**src/rtl/spi_eng_pkg.sv**
```systemverilog
// Shared constants and types for the serial shift engine.
// Assumes a 2-bit register address space.
package spi_eng_pkg;
    localparam logic [1:0] ADDR_DATA = 2'd0;
    localparam logic [1:0] ADDR_MODE = 2'd1;
    localparam logic [1:0] ADDR_STAT = 2'd2;

    // Status register bit positions
    localparam int ST_IRQ  = 0;
    localparam int ST_OVR  = 1;
    localparam int ST_COL  = 2;
    localparam int ST_BUSY = 3;

    typedef enum logic [1:0] {
        ENG_IDLE = 2'd0,
        ENG_MRUN = 2'd1,
        ENG_SRUN = 2'd2
    } eng_state_e;
endpackage

```
**src/rtl/spi_eng_regs.sv**
```systemverilog
// Register file: mode register, sticky status flags with write-one-to-clear,
// read multiplexer, and the load/overrun decode of data register writes.
// Assumes DATA_W >= CNT_W + 2 so that the mode bits do not overlap.
module spi_eng_regs #(
    parameter int DATA_W = 8,
    localparam int CNT_W = $clog2(DATA_W)
) (
    input  logic              clk,
    input  logic              rst_n,
    input  logic              reg_wr,
    input  logic [1:0]        reg_addr,
    input  logic [DATA_W-1:0] reg_wdata,
    output logic [DATA_W-1:0] reg_rdata,
    input  logic              busy,
    input  logic              xfer_done,
    input  logic              fault,
    input  logic [DATA_W-1:0] rx_word,
    output logic              en,
    output logic              mst,
    output logic [CNT_W-1:0]  numbits,
    output logic              data_load,
    output logic              irq_flag,
    output logic              ovr_flag,
    output logic              col_flag
);
    import spi_eng_pkg::*;

    localparam logic [DATA_W-1:0] MODE_MASK =
        (DATA_W'(1) << (DATA_W-1)) | (DATA_W'(1) << (DATA_W-2)) | DATA_W'((1 << CNT_W) - 1);

    logic [DATA_W-1:0] mode_q;
    logic              data_wr;
    logic              stat_wr;
    logic              ovr_set;

    assign data_wr   = reg_wr && (reg_addr == ADDR_DATA);
    assign stat_wr   = reg_wr && (reg_addr == ADDR_STAT);
    assign ovr_set   = data_wr && busy;
    assign data_load = data_wr && en && !busy;

    assign en      = mode_q[DATA_W-1];
    assign mst     = mode_q[DATA_W-2];
    assign numbits = mode_q[CNT_W-1:0];

    // Mode register storage, keeping only the defined bits
    always_ff @(posedge clk) begin
        if (!rst_n)
            mode_q <= '0;
        else if (reg_wr && (reg_addr == ADDR_MODE))
            mode_q <= reg_wdata & MODE_MASK;
    end

    // Sticky status flags: a set in the same cycle wins over a clear
    always_ff @(posedge clk) begin
        if (!rst_n) begin
            irq_flag <= 1'b0;
            ovr_flag <= 1'b0;
            col_flag <= 1'b0;
        end else begin
            irq_flag <= (irq_flag && !(stat_wr && reg_wdata[ST_IRQ])) || xfer_done;
            ovr_flag <= (ovr_flag && !(stat_wr && reg_wdata[ST_OVR])) || ovr_set;
            col_flag <= (col_flag && !(stat_wr && reg_wdata[ST_COL])) || fault;
        end
    end

    // Read multiplexer for the addressed register
    always_comb begin
        reg_rdata = '0;
        case (reg_addr)
            ADDR_DATA: reg_rdata = rx_word;
            ADDR_MODE: reg_rdata = mode_q;
            ADDR_STAT: begin
                reg_rdata[ST_IRQ]  = irq_flag;
                reg_rdata[ST_OVR]  = ovr_flag;
                reg_rdata[ST_COL]  = col_flag;
                reg_rdata[ST_BUSY] = busy;
            end
            default: reg_rdata = '0;
        endcase
    end
endmodule

```
**src/rtl/spi_eng_shreg.sv**
```systemverilog
// Character register: parallel load from software, single-bit replace at
// the current index when a sample arrives, and right-justified readback
// masked to the active character length.
// Assumes idx and top are both below DATA_W.
module spi_eng_shreg #(
    parameter int DATA_W = 8,
    localparam int CNT_W = $clog2(DATA_W)
) (
    input  logic              clk,
    input  logic              rst_n,
    input  logic              load,
    input  logic [DATA_W-1:0] load_data,
    input  logic              sample_en,
    input  logic              sample_bit,
    input  logic [CNT_W-1:0]  idx,
    input  logic [CNT_W-1:0]  top,
    output logic              bit_out,
    output logic [DATA_W-1:0] rx_word
);
    logic [DATA_W-1:0] sh_q;
    logic [DATA_W-1:0] keep;

    for (genvar i = 0; i < DATA_W; i++) begin : g_bit
        logic bit_q;

        // One storage bit: load wins, else overwrite when this bit is addressed
        always_ff @(posedge clk) begin
            if (!rst_n)
                bit_q <= 1'b0;
            else if (load)
                bit_q <= load_data[i];
            else if (sample_en && (idx == CNT_W'(i)))
                bit_q <= sample_bit;
        end

        assign sh_q[i] = bit_q;
        assign keep[i] = (CNT_W'(i) <= top);
    end

    assign bit_out = sh_q[idx];
    assign rx_word = sh_q & keep;
endmodule

```
**src/rtl/spi_eng_ctrl.sv**
```systemverilog
// Transfer sequencer for both roles. As master it toggles sck on bit_tick,
// samples on the high half and steps down on the low half. As slave it
// follows sck_in edges while ss_n_in is low. It also detects the collision.
// Assumes sck_in, ss_n_in and mosi_in are already synchronous to clk.
module spi_eng_ctrl #(
    parameter int DATA_W = 8,
    localparam int CNT_W = $clog2(DATA_W)
) (
    input  logic             clk,
    input  logic             rst_n,
    input  logic             en,
    input  logic             mst,
    input  logic [CNT_W-1:0] top,
    input  logic             load,
    input  logic             bit_tick,
    input  logic             sck_in,
    input  logic             ss_n_in,
    output logic             busy,
    output logic             xfer_done,
    output logic             fault,
    output logic             sample_en,
    output logic             sck_out,
    output logic [CNT_W-1:0] idx
);
    import spi_eng_pkg::*;

    eng_state_e       state_q, state_d;
    logic             sck_q, sck_d;
    logic [CNT_W-1:0] idx_q, idx_d;
    logic             sck_in_q;
    logic             sck_rise, sck_fall;

    assign fault    = en && mst && !ss_n_in;
    assign sck_rise = sck_in && !sck_in_q;
    assign sck_fall = !sck_in && sck_in_q;
    assign busy     = (state_q != ENG_IDLE);
    assign sck_out  = sck_q;
    assign idx      = idx_q;

    // Next-state, clock and bit index decisions
    always_comb begin
        state_d   = state_q;
        sck_d     = sck_q;
        idx_d     = idx_q;
        xfer_done = 1'b0;
        sample_en = 1'b0;
        case (state_q)
            ENG_IDLE: begin
                idx_d = top;
                sck_d = 1'b0;
                if (en && !mst && !ss_n_in)
                    state_d = ENG_SRUN;
                else if (load && en && mst && !fault)
                    state_d = ENG_MRUN;
            end
            ENG_MRUN: begin
                if (fault || !en || !mst) begin
                    state_d = ENG_IDLE;
                    sck_d   = 1'b0;
                end else if (bit_tick) begin
                    if (!sck_q) begin
                        sck_d     = 1'b1;
                        sample_en = 1'b1;
                    end else begin
                        sck_d = 1'b0;
                        if (idx_q == '0) begin
                            state_d   = ENG_IDLE;
                            xfer_done = 1'b1;
                        end else begin
                            idx_d = idx_q - 1'b1;
                        end
                    end
                end
            end
            ENG_SRUN: begin
                if (ss_n_in || !en || mst) begin
                    state_d   = ENG_IDLE;
                    xfer_done = ss_n_in && en && !mst;
                end else begin
                    if (sck_rise)
                        sample_en = 1'b1;
                    if (sck_fall)
                        idx_d = (idx_q == '0) ? top : idx_q - 1'b1;
                end
            end
            default: state_d = ENG_IDLE;
        endcase
    end

    // Sequencer registers
    always_ff @(posedge clk) begin
        if (!rst_n) begin
            state_q  <= ENG_IDLE;
            sck_q    <= 1'b0;
            idx_q    <= '0;
            sck_in_q <= 1'b0;
        end else begin
            state_q  <= state_d;
            sck_q    <= sck_d;
            idx_q    <= idx_d;
            sck_in_q <= sck_in;
        end
    end
endmodule

```
**src/rtl/spi_eng.sv**
```systemverilog
// Top level of the serial shift engine: joins the register file, the
// character register and the sequencer, and gates the data pins by role.
// Assumes all pin inputs are synchronous to clk.
module spi_eng #(
    parameter int DATA_W = 8
) (
    input  logic              clk,
    input  logic              rst_n,
    input  logic              reg_wr,
    input  logic [1:0]        reg_addr,
    input  logic [DATA_W-1:0] reg_wdata,
    output logic [DATA_W-1:0] reg_rdata,
    input  logic              bit_tick,
    input  logic              sck_in,
    output logic              sck_out,
    input  logic              mosi_in,
    output logic              mosi_out,
    input  logic              miso_in,
    output logic              miso_out,
    input  logic              ss_n_in,
    output logic              irq
);
    localparam int CNT_W = $clog2(DATA_W);

    logic              en, mst, busy, xfer_done, fault, sample_en, data_load;
    logic              irq_flag, ovr_flag, col_flag, bit_out, sample_bit;
    logic [CNT_W-1:0]  numbits, top_idx, idx;
    logic [DATA_W-1:0] rx_word;

    assign top_idx    = (numbits == '0) ? CNT_W'(DATA_W - 1) : numbits - 1'b1;
    assign sample_bit = mst ? miso_in : mosi_in;
    assign mosi_out   = (mst && busy) ? bit_out : 1'b0;
    assign miso_out   = (!mst && busy) ? bit_out : 1'b0;
    assign irq        = irq_flag;

    spi_eng_regs #(.DATA_W(DATA_W)) u_regs (
        .clk(clk), .rst_n(rst_n), .reg_wr(reg_wr), .reg_addr(reg_addr),
        .reg_wdata(reg_wdata), .reg_rdata(reg_rdata), .busy(busy),
        .xfer_done(xfer_done), .fault(fault), .rx_word(rx_word), .en(en),
        .mst(mst), .numbits(numbits), .data_load(data_load),
        .irq_flag(irq_flag), .ovr_flag(ovr_flag), .col_flag(col_flag)
    );

    spi_eng_shreg #(.DATA_W(DATA_W)) u_shreg (
        .clk(clk), .rst_n(rst_n), .load(data_load), .load_data(reg_wdata),
        .sample_en(sample_en), .sample_bit(sample_bit), .idx(idx),
        .top(top_idx), .bit_out(bit_out), .rx_word(rx_word)
    );

    spi_eng_ctrl #(.DATA_W(DATA_W)) u_ctrl (
        .clk(clk), .rst_n(rst_n), .en(en), .mst(mst), .top(top_idx),
        .load(data_load), .bit_tick(bit_tick), .sck_in(sck_in),
        .ss_n_in(ss_n_in), .busy(busy), .xfer_done(xfer_done), .fault(fault),
        .sample_en(sample_en), .sck_out(sck_out), .idx(idx)
    );
endmodule

```
**config.mk**
```make
export PLATFORM = sky130hd
export DESIGN_NAME = spi_eng
export DESIGN_NICKNAME = d
export VERILOG_FILES = /design/src/rtl/spi_eng_pkg.sv /design/src/rtl/spi_eng_regs.sv /design/src/rtl/spi_eng_shreg.sv /design/src/rtl/spi_eng_ctrl.sv /design/src/rtl/spi_eng.sv
export SDC_FILE = /design/constraint.sdc
export NUM_CORES = 1
export LEC_CHECK = 0
export BUFFER_PORTS_ARGS = -buffer_cell sky130_fd_sc_hd__clkbuf_2
export CAP_MARGIN = 40
export CORE_UTILIZATION = 58
export CTS_BUF_LIST = sky130_fd_sc_hd__clkbuf_4 sky130_fd_sc_hd__clkbuf_8
export DETAILED_ROUTE_END_ITERATION = 8
export PLACE_DENSITY = 0.78
export SLEW_MARGIN = 20
export SYNTH_ARGS = -nofsm -noshare
export SYNTH_HDL_FRONTEND = slang
export SYNTH_SLANG_ARGS = --single-unit
```
**constraint.sdc**
```tcl
create_clock -name clk -period 2.54 [get_ports clk]
set_clock_uncertainty 0.05 [all_clocks]
set_input_delay 0.381 -clock clk [delete_from_list [all_inputs] [get_ports clk]]
set_output_delay 0.381 -clock clk [all_outputs]
set_load 0.02 [all_outputs]
```
==> reports/qor.csv <==
metric;value;unit
outcome;complete, but fails checks;
failing checks;design-rule violations;
post_cts resized;0;
Die Width;57.1;um
full die area;3260;um2
initial antenna violation count;0;
n_diodes;0;
post-synthesis register bit count;23;
DRC;3;
Final ANT Viol Nets;0;
detailed placement HPWL;3.51;mm
Via-to-Cell Ratio;6.55;
max cap viols;0;
Nets;270;
Worst-path clk slew;0.15;ns
Hold-fix buffers, CTS;0;
cell family with most CP delay;adder cells;
Clk Latency, worst-skew pair;0.33;ns
min Tclk post-route;2.45;ns
Critical-path top delay cell;dfxtp_2;
WP data required;2.11;ns
Max Clk Rate;409;MHz
Cells after Synth;218;
max incr delay on CP;0.39;ns
hold_ws;0.219;ns
leakage;0.687;nW
startpoint types;flop;
Distinct cells, synth;45;
area of the multi-input gates;1190;um2
register area;462;um2
syn nets;247;
CP max FO;5;
total clock sinks;23;
vias post-DR;1776;
max_slew headroom;60.3;%
Core Box Area;2810;um2
RSZ-0062 raised after global routing;no;
first-pass GRT wire length;7.73;mm
Synth area leaders;dfxtp_1 (26%), ha_1 (7.8%), a21oi_1 (7.1%), a211oi_2 (5.7%), mux2i_1 (5.7%);
Sum Neg Setup Slack;0;ns
IO buf count;29;
commonest non-fill, non-tap cell in the layout;clkbuf_2;
wire per inst;16.9;um
First-pass DRT Iterations;9;
Final Hold Viols;0;
Slew @ Worst Pin;0.595;ns
row cnt;19;
GP Congestion;0.918;
critical path arrival;2.01;ns
crit path kind;flop to primary output;
TritonCTS clock tree;built;
Synth warnings;0;
Post-Synthesis Cell Area;1760;um2
wirelength, routed;4.59;mm
Final Max Tran Viols;0;
Design Area, Final;1930;um2
fin crit share;96.3;%
Remaining Overflow, GRT;0;
Area Growth Syn to Fin;9.52;%
FILL cells;225;
placed instance area;1890;um2
Buf/Inv on CP;2;
vias in the first global route;1665;
share of Yosys cell area claimed by the top area cell type;26.2;%
H-tree levels;1;
CP Cell Sequence;inv_1 > ha_1 > ha_4 > nor2b_1 > a311oi_1 > a21oi_1 > o21ai_1 > clkbuf_2;
most frequent cells in the layout;clkbuf_2 (29), nand2_1 (26), a21oi_1 (25);
clk buf depth;2;
area leader, netlist;dfxtp_1;
io pins;30;
Post-CTS Setup Bufs;0;
GRT Overall Usage;30.3;%
peak supply drop;0.000315;V
PD cells;361;nW/um2
TritonCTS Buffers;3;
drt initial violations;100;
chip height;57.1;um
share of layout cells above drive strength 1;20.0;%
sequential share of the synthesized area;26.2;%
starting density of the core;62.8;%
min-delay worst type;input port to flop;
crit end category;primary output;
Root Driver;clkbuf_4;
largest net degree at the start of global routing;16;
syn_area_per_cell;8.08;um2
final-report setup violation count;0;
[Yosys cell counts (all sizes together)]
| master | count |
|---|---|
| nand3b | 2 |
| dfxtp | 23 |
| nor2 | 10 |
| nor2b | 4 |
| a21oi | 25 |
| buf | 8 |
| nor3 | 3 |
| and4bb | 1 |
| a32o | 1 |
| a21o | 1 |
| o22a | 2 |
| a311oi | 1 |
| mux4 | 2 |
| and3 | 2 |
| o221a | 1 |
| and4b | 1 |
| nand3 | 12 |
| and2 | 3 |
| inv | 16 |
| a31oi | 2 |
| or3 | 2 |
| a22oi | 8 |
| o32ai | 2 |
| nand2b | 6 |
| o31a | 1 |
| nand4bb | 1 |
| o22ai | 2 |
| o21ai | 4 |
| a2bb2oi | 3 |
| ha | 11 |
| clkbuf | 4 |
| mux2i | 10 |
| o31ai | 1 |
| a211oi | 12 |
| a21boi | 1 |
| nand2 | 26 |
| o211ai | 1 |
| o2111ai | 2 |
| a221oi | 1 |
[per-layer routing]
| layer | up-vias | part of all wire [%] | GRT usage [%] |
|---|---|---|---|
| met5 | - | 0 | 0 |
| met4 | 0 | 1.3 | 10.1 |
| met3 | 6 | 7.7 | 3.85 |
| met2 | 93 | 49 | 50.6 |
| met1 | 837 | 41 | 40.8 |
| li1 | 840 | - | - |
[final timing paths]
| path | depth (start not counted) | slack (ns) | to | start |
|---|---|---|---|---|
| max | 8 | 0.09 | reg_rdata[1] | u_regs.mode_q[0] |
| min | 2 | 0.22 | u_ctrl.sck_in_q | sck_in |
| max reg2reg | 6 | 0.40 | u_shreg.g_bit[2].bit_q | u_ctrl.state_q[0] |
| min reg2reg | 2 | 0.44 | u_regs.mode_q[1] | u_regs.mode_q[1] |
[worst register-to-register path, stage by stage, from the launching register on]
cell and delay (ns):
dfxtp_1 0.38, inv_1 0.09, ha_1 0.29, nand2b_1 0.14
or3_1 0.54, a211oi_2 0.36, mux2i_1 0.23
[where the power goes]
| group | internal, mW | switching (mW) | total (mW) |
|---|---|---|---|
| registers | 0.370 | 0.0176 | 0.388 |
| logic | 0.0476 | 0.0712 | 0.119 |
| clock network | 0.0591 | 0.131 | 0.190 |
| total | 0.477 | 0.220 | 0.697 |
[cell families after synthesis]
group	count (synthesis)	share of synthesized area (%)
adder cells (fa/ha/maj)	11	7.82
AND/OR/NAND/NOR	73	21.0
buffers and inverters	28	7.11
flip-flops	23	26.2
AO/OA/AOI/OAI	71	29.6
multiplexers	12	8.24
[flip-flops by register name (all words and copies together), names as in the netlist]
register / count
u_regs.ovr_flag: 1
u_regs.mode_q: 5
u_ctrl.state_q: 2
u_ctrl.sck_in_q: 1
u_regs.irq_flag: 1
u_regs.col_flag: 1
u_shreg.g_bit.bit_q: 8
u_ctrl.idx: 3
u_ctrl.sck_out: 1
[layout make-up]
type	instances	area share, %
Clock inverter	1	0.260
Sequential cell	23	23.9
Multi-Input combinational cell	167	61.6
Inverter	16	3.11
Tap cell	31	2.01
Timing Repair Buffer	30	7.92
Clock buffer	3	1.17
[stage by stage]
step / setup WS (ns) / power, mW / util [%] / instances
after floorplan: 0.516 / 0.464 / - / 218
after global placement: 0.463 / 0.504 / 67.3 / 267
after detailed placement: 0.394 / 0.507 / 67.3 / 267
after CTS: 0.0135 / 0.685 / 68.2 / 271
after global routing: 0.0135 / 0.719 / 68.7 / 271
final: 0.0944 / 0.697 / 68.7 / 271
Note: power is estimated with default switching activity, not from simulation.
